## config.mk

```make
export PLATFORM = sky130hd
export DESIGN_NAME = ctx_switch_seq
export DESIGN_NICKNAME = d
export VERILOG_FILES = /design/src/rtl/ctx_pkg.sv /design/src/rtl/ctx_save_mux.sv /design/src/rtl/ctx_page_probe.sv /design/src/rtl/ctx_shadow.sv /design/src/rtl/ctx_switch_seq.sv
export SDC_FILE = /design/constraint.sdc
export NUM_CORES = 2
export LEC_CHECK = 0
export BUFFER_PORTS_ARGS = -buffer_cell sky130_fd_sc_hd__buf_2
export CORE_AREA = 2 2 537 539
export CTS_BUF_LIST = sky130_fd_sc_hd__clkbuf_8
export DETAILED_ROUTE_END_ITERATION = 6
export DIE_AREA = 0 0 539 541
export GPL_TIMING_DRIVEN = 0
export HOLD_SLACK_MARGIN = 0.05
export SLEW_MARGIN = 20
export SYNTH_ARGS = -nofsm -noshare
export SYNTH_HDL_FRONTEND = slang
export SYNTH_SLANG_ARGS = --single-unit
```

## constraint.sdc

```tcl
create_clock -name clk -period 4.3 [get_ports clk]
set_clock_uncertainty 0.2 [all_clocks]
set_input_delay 0.645 -clock clk [delete_from_list [all_inputs] [get_ports clk]]
set_output_delay 0.645 -clock clk [all_outputs]
set_load 0.02 [all_outputs]
```

## src/rtl/ctx_pkg.sv

```systemverilog
`timescale 1ns/1ps
package ctx_pkg;
    localparam int OFFW      = 5;
    localparam int REC_WORDS = 26;
    localparam int NGPR      = 8;
    localparam int NSEG      = 6;
    localparam int NSTK      = 6;

    localparam logic [OFFW-1:0] OFF_LINK  = 5'd0;
    localparam logic [OFFW-1:0] OFF_STK   = 5'd1;
    localparam logic [OFFW-1:0] OFF_PDB   = 5'd7;
    localparam logic [OFFW-1:0] OFF_IP    = 5'd8;
    localparam logic [OFFW-1:0] OFF_FLAGS = 5'd9;
    localparam logic [OFFW-1:0] OFF_GPR   = 5'd10;
    localparam logic [OFFW-1:0] OFF_SEG   = 5'd18;
    localparam logic [OFFW-1:0] OFF_LDT   = 5'd24;
    localparam logic [OFFW-1:0] OFF_CTRL  = 5'd25;
    localparam logic [OFFW-1:0] OFF_SAVE_LAST = OFFW'(int'(OFF_SEG) + NSEG - 1);

    typedef enum logic [2:0] {
        PH_IDLE  = 3'd0,
        PH_PROBE = 3'd1,
        PH_SAVE  = 3'd2,
        PH_LINK  = 3'd3,
        PH_LOAD  = 3'd4
    } phase_e;

    // Next offset to read in the load phase; the directory base slot is
    // passed over when paging is off.
    function automatic logic [OFFW-1:0] load_next(input logic [OFFW-1:0] cur,
                                                  input logic paging);
        logic [OFFW-1:0] n;
        n = cur + OFFW'(1);
        if (n == OFF_PDB && !paging)
            n = cur + OFFW'(2);
        return n;
    endfunction
endpackage

```

## src/rtl/ctx_save_mux.sv

```systemverilog
`timescale 1ns/1ps
module ctx_save_mux
    import ctx_pkg::*;
#(
    parameter int DW   = 32,
    parameter int SELW = 16
) (
    input  logic [OFFW-1:0]      off,
    input  logic [NGPR*DW-1:0]   gpr,
    input  logic [NSEG*SELW-1:0] seg,
    input  logic [DW-1:0]        flags,
    input  logic [DW-1:0]        ip,
    output logic [DW-1:0]        word
);
    localparam int SLOTS = 2 ** OFFW;

    logic [DW-1:0] cand [SLOTS];

    for (genvar g = 0; g < SLOTS; g++) begin : g_slot
        if (g == int'(OFF_IP)) begin : g_ip
            assign cand[g] = ip;
        end else if (g == int'(OFF_FLAGS)) begin : g_fl
            assign cand[g] = flags;
        end else if (g >= int'(OFF_GPR) && g < int'(OFF_GPR) + NGPR) begin : g_gpr
            assign cand[g] = gpr[(g - int'(OFF_GPR))*DW +: DW];
        end else if (g >= int'(OFF_SEG) && g < int'(OFF_SEG) + NSEG) begin : g_seg
            assign cand[g] = {{(DW-SELW){1'b0}}, seg[(g - int'(OFF_SEG))*SELW +: SELW]};
        end else begin : g_none
            assign cand[g] = '0;
        end
    end

    assign word = cand[off];
endmodule

```

## src/rtl/ctx_page_probe.sv

```systemverilog
`timescale 1ns/1ps
module ctx_page_probe
    import ctx_pkg::*;
#(
    parameter int AW = 16
) (
    input  logic [AW-1:0] old_base,
    input  logic [AW-1:0] new_base,
    input  logic [1:0]    idx,
    output logic [AW-1:0] addr
);
    localparam logic [AW-1:0] LAST = AW'(REC_WORDS - 1);

    always_comb begin
        unique case (idx)
            2'd0:    addr = old_base;
            2'd1:    addr = old_base + LAST;
            2'd2:    addr = new_base;
            default: addr = new_base + LAST;
        endcase
    end
endmodule

```

## src/rtl/ctx_shadow.sv

```systemverilog
`timescale 1ns/1ps
module ctx_shadow
    import ctx_pkg::*;
#(
    parameter int DW = 32
) (
    input  logic                          clk,
    input  logic                          rst_n,
    input  logic                          cap_en,
    input  logic [OFFW-1:0]               off,
    input  logic [DW-1:0]                 din,
    output logic [(REC_WORDS-1)*DW-1:0]   words
);
    // Slot g-1 holds record offset g; offset 0 is never loaded.
    for (genvar g = 1; g < REC_WORDS; g++) begin : g_word
        logic [DW-1:0] w_q;
        always_ff @(posedge clk) begin
            if (!rst_n)
                w_q <= '0;
            else if (cap_en && off == OFFW'(g))
                w_q <= din;
        end
        assign words[(g-1)*DW +: DW] = w_q;
    end
endmodule

```

## src/rtl/ctx_switch_seq.sv

```systemverilog
`timescale 1ns/1ps
module ctx_switch_seq
    import ctx_pkg::*;
#(
    parameter int AW   = 16,
    parameter int DW   = 32,
    parameter int SELW = 16
) (
    input  logic                  clk,
    input  logic                  rst_n,
    input  logic                  req_valid,
    output logic                  req_ready,
    input  logic [AW-1:0]         req_old_base,
    input  logic [AW-1:0]         req_new_base,
    input  logic                  req_nest,
    input  logic                  req_paging,
    output logic                  mem_valid,
    output logic                  mem_we,
    output logic [AW-1:0]         mem_addr,
    output logic [DW-1:0]         mem_wdata,
    input  logic                  mem_ready,
    input  logic [DW-1:0]         mem_rdata,
    output logic [AW-1:0]         pq_addr,
    input  logic                  pq_present,
    input  logic [NGPR*DW-1:0]    rf_gpr,
    input  logic [NSEG*SELW-1:0]  rf_seg,
    input  logic [DW-1:0]         rf_flags,
    input  logic [DW-1:0]         rf_ip,
    output logic                  ld_valid,
    output logic [NGPR*DW-1:0]    ld_gpr,
    output logic [NSEG*DW-1:0]    ld_seg,
    output logic [DW-1:0]         ld_flags,
    output logic [DW-1:0]         ld_ip,
    output logic [DW-1:0]         ld_ldt,
    output logic [NSTK*DW-1:0]    ld_stk,
    output logic [DW-1:0]         ld_pdb,
    output logic                  ld_pdb_valid,
    output logic [DW-1:0]         ld_ctrl,
    output logic                  done,
    output logic                  pf_fault,
    output logic [AW-1:0]         pf_addr,
    output logic                  dbg_trap
);
    typedef struct packed {
        phase_e          phase;
        logic [1:0]      idx;
        logic [OFFW-1:0] off;
        logic [AW-1:0]   old_base;
        logic [AW-1:0]   new_base;
        logic            nest;
        logic            paging;
        logic            done;
        logic            pf;
        logic [AW-1:0]   pf_addr;
        logic            ld_valid;
        logic            dbg;
        logic            pdb_valid;
    } st_t;

    st_t q, d;
    logic [DW-1:0] save_word;
    logic          cap_en;
    logic [(REC_WORDS-1)*DW-1:0] sh;

    ctx_save_mux #(.DW(DW), .SELW(SELW)) u_mux (
        .off(q.off), .gpr(rf_gpr), .seg(rf_seg), .flags(rf_flags), .ip(rf_ip),
        .word(save_word)
    );

    ctx_page_probe #(.AW(AW)) u_probe (
        .old_base(q.old_base), .new_base(q.new_base), .idx(q.idx), .addr(pq_addr)
    );

    ctx_shadow #(.DW(DW)) u_shadow (
        .clk(clk), .rst_n(rst_n), .cap_en(cap_en), .off(q.off), .din(mem_rdata),
        .words(sh)
    );

    always_comb begin
        d          = q;
        d.done     = 1'b0;
        d.pf       = 1'b0;
        d.ld_valid = 1'b0;
        d.dbg      = 1'b0;
        mem_valid  = 1'b0;
        mem_we     = 1'b0;
        mem_addr   = q.new_base + AW'(q.off);
        mem_wdata  = save_word;
        cap_en     = 1'b0;
        unique case (q.phase)
            PH_IDLE: begin
                if (req_valid) begin
                    d.phase    = PH_PROBE;
                    d.idx      = 2'd0;
                    d.old_base = req_old_base;
                    d.new_base = req_new_base;
                    d.nest     = req_nest;
                    d.paging   = req_paging;
                end
            end
            PH_PROBE: begin
                if (!pq_present) begin
                    d.pf      = 1'b1;
                    d.pf_addr = pq_addr;
                    d.phase   = PH_IDLE;
                end else if (q.idx == 2'd3) begin
                    d.phase = PH_SAVE;
                    d.off   = OFF_IP;
                end else begin
                    d.idx = q.idx + 2'd1;
                end
            end
            PH_SAVE: begin
                mem_valid = 1'b1;
                mem_we    = 1'b1;
                mem_addr  = q.old_base + AW'(q.off);
                if (mem_ready) begin
                    if (q.off == OFF_SAVE_LAST) begin
                        d.phase = q.nest ? PH_LINK : PH_LOAD;
                        d.off   = OFF_STK;
                    end else begin
                        d.off = q.off + OFFW'(1);
                    end
                end
            end
            PH_LINK: begin
                mem_valid = 1'b1;
                mem_we    = 1'b1;
                mem_addr  = q.new_base + AW'(OFF_LINK);
                mem_wdata = DW'(q.old_base);
                if (mem_ready)
                    d.phase = PH_LOAD;
            end
            PH_LOAD: begin
                mem_valid = 1'b1;
                cap_en    = mem_ready;
                if (mem_ready) begin
                    if (q.off == OFF_CTRL) begin
                        d.phase     = PH_IDLE;
                        d.done      = 1'b1;
                        d.ld_valid  = 1'b1;
                        d.dbg       = mem_rdata[0];
                        d.pdb_valid = q.paging;
                    end else begin
                        d.off = load_next(q.off, q.paging);
                    end
                end
            end
            default: d.phase = PH_IDLE;
        endcase
    end

    always_ff @(posedge clk) begin
        if (!rst_n)
            q <= '0;
        else
            q <= d;
    end

    assign req_ready    = (q.phase == PH_IDLE);
    assign done         = q.done;
    assign pf_fault     = q.pf;
    assign pf_addr      = q.pf_addr;
    assign ld_valid     = q.ld_valid;
    assign dbg_trap     = q.dbg;
    assign ld_pdb_valid = q.pdb_valid;

    assign ld_ip    = sh[(int'(OFF_IP)-1)*DW +: DW];
    assign ld_flags = sh[(int'(OFF_FLAGS)-1)*DW +: DW];
    assign ld_pdb   = sh[(int'(OFF_PDB)-1)*DW +: DW];
    assign ld_ldt   = sh[(int'(OFF_LDT)-1)*DW +: DW];
    assign ld_ctrl  = sh[(int'(OFF_CTRL)-1)*DW +: DW];
    for (genvar i = 0; i < NGPR; i++) begin : g_lgpr
        assign ld_gpr[i*DW +: DW] = sh[(int'(OFF_GPR)+i-1)*DW +: DW];
    end
    for (genvar i = 0; i < NSEG; i++) begin : g_lseg
        assign ld_seg[i*DW +: DW] = sh[(int'(OFF_SEG)+i-1)*DW +: DW];
    end
    for (genvar i = 0; i < NSTK; i++) begin : g_lstk
        assign ld_stk[i*DW +: DW] = sh[(int'(OFF_STK)+i-1)*DW +: DW];
    end

    // writes land only on the dynamic slots or the nested back-pointer
    p_static_untouched_r2: assert property (@(posedge clk) disable iff (!rst_n)
        (mem_valid && mem_we) |->
            (((mem_addr - q.old_base) >= AW'(OFF_IP)) &&
             ((mem_addr - q.old_base) <= AW'(OFF_SAVE_LAST))) ||
            (q.nest && mem_addr == q.new_base));

    p_link_nested_r3: assert property (@(posedge clk) disable iff (!rst_n)
        (q.phase == PH_LINK) |-> q.nest);

    p_commit_after_read_r4: assert property (@(posedge clk) disable iff (!rst_n)
        ld_valid |-> ($past(mem_valid && !mem_we && mem_ready) && done));

    p_pdb_skipped_r5: assert property (@(posedge clk) disable iff (!rst_n)
        (mem_valid && !mem_we && !q.paging) |-> (mem_addr != q.new_base + AW'(OFF_PDB)));

    p_trap_with_done_r6: assert property (@(posedge clk) disable iff (!rst_n)
        dbg_trap |-> done);

    p_fault_exclusive_r7: assert property (@(posedge clk) disable iff (!rst_n)
        pf_fault |-> (!ld_valid && !done && !mem_valid));

    p_hold_until_ready_r8: assert property (@(posedge clk) disable iff (!rst_n)
        (mem_valid && !mem_ready) |=>
            (mem_valid && $stable(mem_addr) && $stable(mem_we) && $stable(mem_wdata)));

    p_idle_quiet_r10: assert property (@(posedge clk) disable iff (!rst_n)
        req_ready |-> !mem_valid);
endmodule

```

==> results.toml <==
[outcome]
status = "finished, violations left"
violations = "negative setup slack"

[logic_synthesis]
synthTopCellsByArea = "dfxtp_1, nand2_1, a21oi_1, clkbuf_1, mux4_2"
synth_enable_flop_cells = 0
synth_top_family_by_area = "simple AND/OR/NAND/NOR gates"
yosys_warnings = 0
syn_area_per_cell_um2 = 7.73
yosys.area_share.simple_pct = 21.7
yosys-top-cells-count = "nand2_1, a21oi_1, dfxtp_1"
synth_compound_area_share_pct = 16.9
syn_area_um2 = 36500
synthArstFlopShare_pct = 0
synth_mux_area_share_pct = 6.99
synth_top_area_share_pct = 47.4
yosysSeqAreaShare_pct = 47.4
yosys.area.top_type = "dfxtp_1"
yosysMostFrequentCell = "nand2_1"
synthAdderAreaFrac_pct = 0.604
synthXorXnorAreaFrac_pct = 0.168
syn_nets = 5220
synthFlopType = "dfxtp_1"
ys_ff_latch = 864
synth_cell_type_count = 76
syn-instance-count = 4716

[grt]
grt_start_max_net_pins = 16
grt_pass1_vias = 39900
track_usage_pct = 20.4
grt_pass1_wl_um = 394000
antenna_found_initial = 145
grt.overflow.total = 0

[floorplanning]
initial_core_util_pct = 12.7
num_io_pins = 1375
dieArea_um2 = 292000
placement_rows = 197
coreArea_um2 = 286000
die_x_um = 539
chipHeight_um = 541

[worst_setup_path]
cp-end-kind = "output pin"
slowest_delay_ns = 0.40
crit_type = "flop to output pin"
startpoint = "q[64]$_SDFFE_PN0P_"
cp_max_fo = 8
crit_arrival_ns = 3.68
cp.required_ns = 3.45
crit_chain = "buf_6 -> nor3b_4 -> buf_6 -> nand2_1 -> nand2_2 -> ha_4 -> a211oi_4 -> o21ai_4 -> o221ai_4 -> buf_4 -> nor3_1 -> a211oi_2 -> buf_4"
cp-start-kind = "flop"
crit_slowest_cell = "a211oi_2"
r2r_start = "q[59]$_SDFFE_PN0P_"

[power]
powerDensity_nw_per_um2 = 384
power_w = 0.0213
p_leak_nw = 22.1
vdd_drop_max_v = 0.000255

[route]
num_vias = 43200
drt_iter0_markers = 4190
wirelength_um = 313000
ant_nets = 0
via_per_inst = 4.16
drt_pass1_iterations = 6
routedWlPerCell_um = 30.1
route.detailed.drc = 0

[clock_network]
clk_pin_slew_ns = 0.05
insertion_delay_ns = 0.98
cts_max_path_buffers = 4
cts_made_buffers = 165
ctsRootBufferMaster = "clkbuf_8"
cts_htree_levels = 4
cts_tree = "yes"
clock_sinks = 864

[final_layout]
num-fill-cells = 32400
fin_nets = 6895
register_area_um2 = 17300
area_delta_synth_final_pct = 51.8
multi_input_area_um2 = 18200
drive_above_1_share_pct = 34.0

[sta]
timing.final.crit_period_ns = 4.52
setup_violations = 14
worstMarginPinSlew_ns = 1.35
fin_ws_ns = -0.223
final_max_slew_viol_count = 0
rsz0062_at_grt = "true"
hold_viol_final = 0
tns_ns = -1.77
fin_crit_sh_pct = 105
max_freq_ghz = 0.221
slew_headroom_pct = 10.1

[worst_hold_path]
min_from = "u_shadow.g_word[19].w_q[18]$_SDFFE_PN0P_"
hold_class = "flop to flop"

[flow_run]
max_cap_violations = 0

[placed_design]
routabilityCongestion = 1.04
portBuffers = 1341
dp_hpwl_um = 255000
## layout by cell type, fill, tap and decap left out, drive strengths merged, types with 19 or more instances in the layout
master,Yosys,final
dfxtp,864,864
diode,0,100
o22ai,21,21
mux2i,86,86
a211oi,29,29
clkbuf,309,509
nand3,30,30
mux4,48,48
o31ai,19,19
clkinv,2,21
mux2,54,54
nand2,1786,1786
buf,174,1600
nor3,37,37
o21ai,48,48
dlygate4sd3,0,76
inv,18,69
a21oi,926,926
nor2,73,73
## final timing paths
path | endpoint | slack (ns) | cells past startpoint
min | u_shadow.g_word[19].w_q[18]$_SDFFE_PN0P_ | 0.25 | 2
max | mem_addr[11] | -0.22 | 13
min reg2reg | u_shadow.g_word[19].w_q[18]$_SDFFE_PN0P_ | 0.25 | 2
max reg2reg | u_shadow.g_word[15].w_q[9]$_SDFFE_PN0P_ | 0.17 | 10
## area by class of cell
class	count	area share, %
repair buffers	1512	15.7
plain buffers	478	4.74
multi-input cells	3350	32.8
clock buffers	198	4.92
flip-flops and latches	864	31.3
clock inverters	88	1.35
inverters	20	0.160
diodes	100	0.452
well taps	3781	8.55
## critical path, delay by kind of cell (launching register included)
family | cells | cell delay [ns]
flops | 1 | 0.35
fa+ha+maj | 1 | 0.22
simple gates | 4 | 0.47
buf+inv | 4 | 0.72
compound gates | 4 | 0.93
## registers in the layout (all words and copies together), names as in the netlist
signal	flops
pf_addr	16
dbg_trap	1
u_shadow.g_word.w_q	800
q	44
done	1
pf_fault	1
ld_pdb_valid	1
## power breakdown
part	internal, W	switching (W)
Combinational	0.00134	0.00273
Sequential	0.00811	0.000136
Clock	0.00482	0.00413
Total	0.0143	0.00699
## kinds of logic after synthesis
family | count (synthesis)
multiplexers | 188
AO/OA/AOI/OAI | 1134
adder cells (fa/ha/maj) | 17
AND/OR/NAND/NOR | 2003
XOR/XNOR | 7
flip-flops | 864
buffers and inverters | 503
## routing by layer
| metal | global-route usage [%] | share of wire, % | vias to the layer above | wire length, µm |
|---|---|---|---|---|
| li1 | - | - | 19200 | - |
| met1 | 23.5 | 38 | 20700 | 120000 |
| met2 | 32.5 | 45 | 2626 | 140000 |
| met3 | 4.98 | 8.1 | 744 | 25500 |
| met4 | 15.7 | 8.8 | 28 | 27500 |
| met5 | 0 | 0.057 | - | 177 |
## what timing repair did
action / CTS / global route
cloned: 4 / 0
setup buffers: 57 / 19
endpoints found under the setup margin: 462 / 31
pin swaps: 56 / 38
hold buffers: 76 / 0
endpoints found under the hold margin: 218 / 0
gates resized for setup: 357 / 60
## metrics by stage
step / hold slack, ns / utilization [%] / std cells / setup slack [ns] / instance area, µm²
after floorplan: 0.241 / - / 4716 / 0.408 / 36500
after global placement: 0.235 / 16.7 / 9838 / -1.97 / 47900
after CTS: 0.105 / 19.1 / 10300 / -0.393 / 54800
after global routing: 0.189 / 19.3 / 10300 / -0.378 / 55200
after detailed placement: 0.242 / 16.9 / 9855 / -1.12 / 48400
final: 0.245 / 19.3 / 10400 / -0.223 / 55400
(Power assumes the default switching activity.)
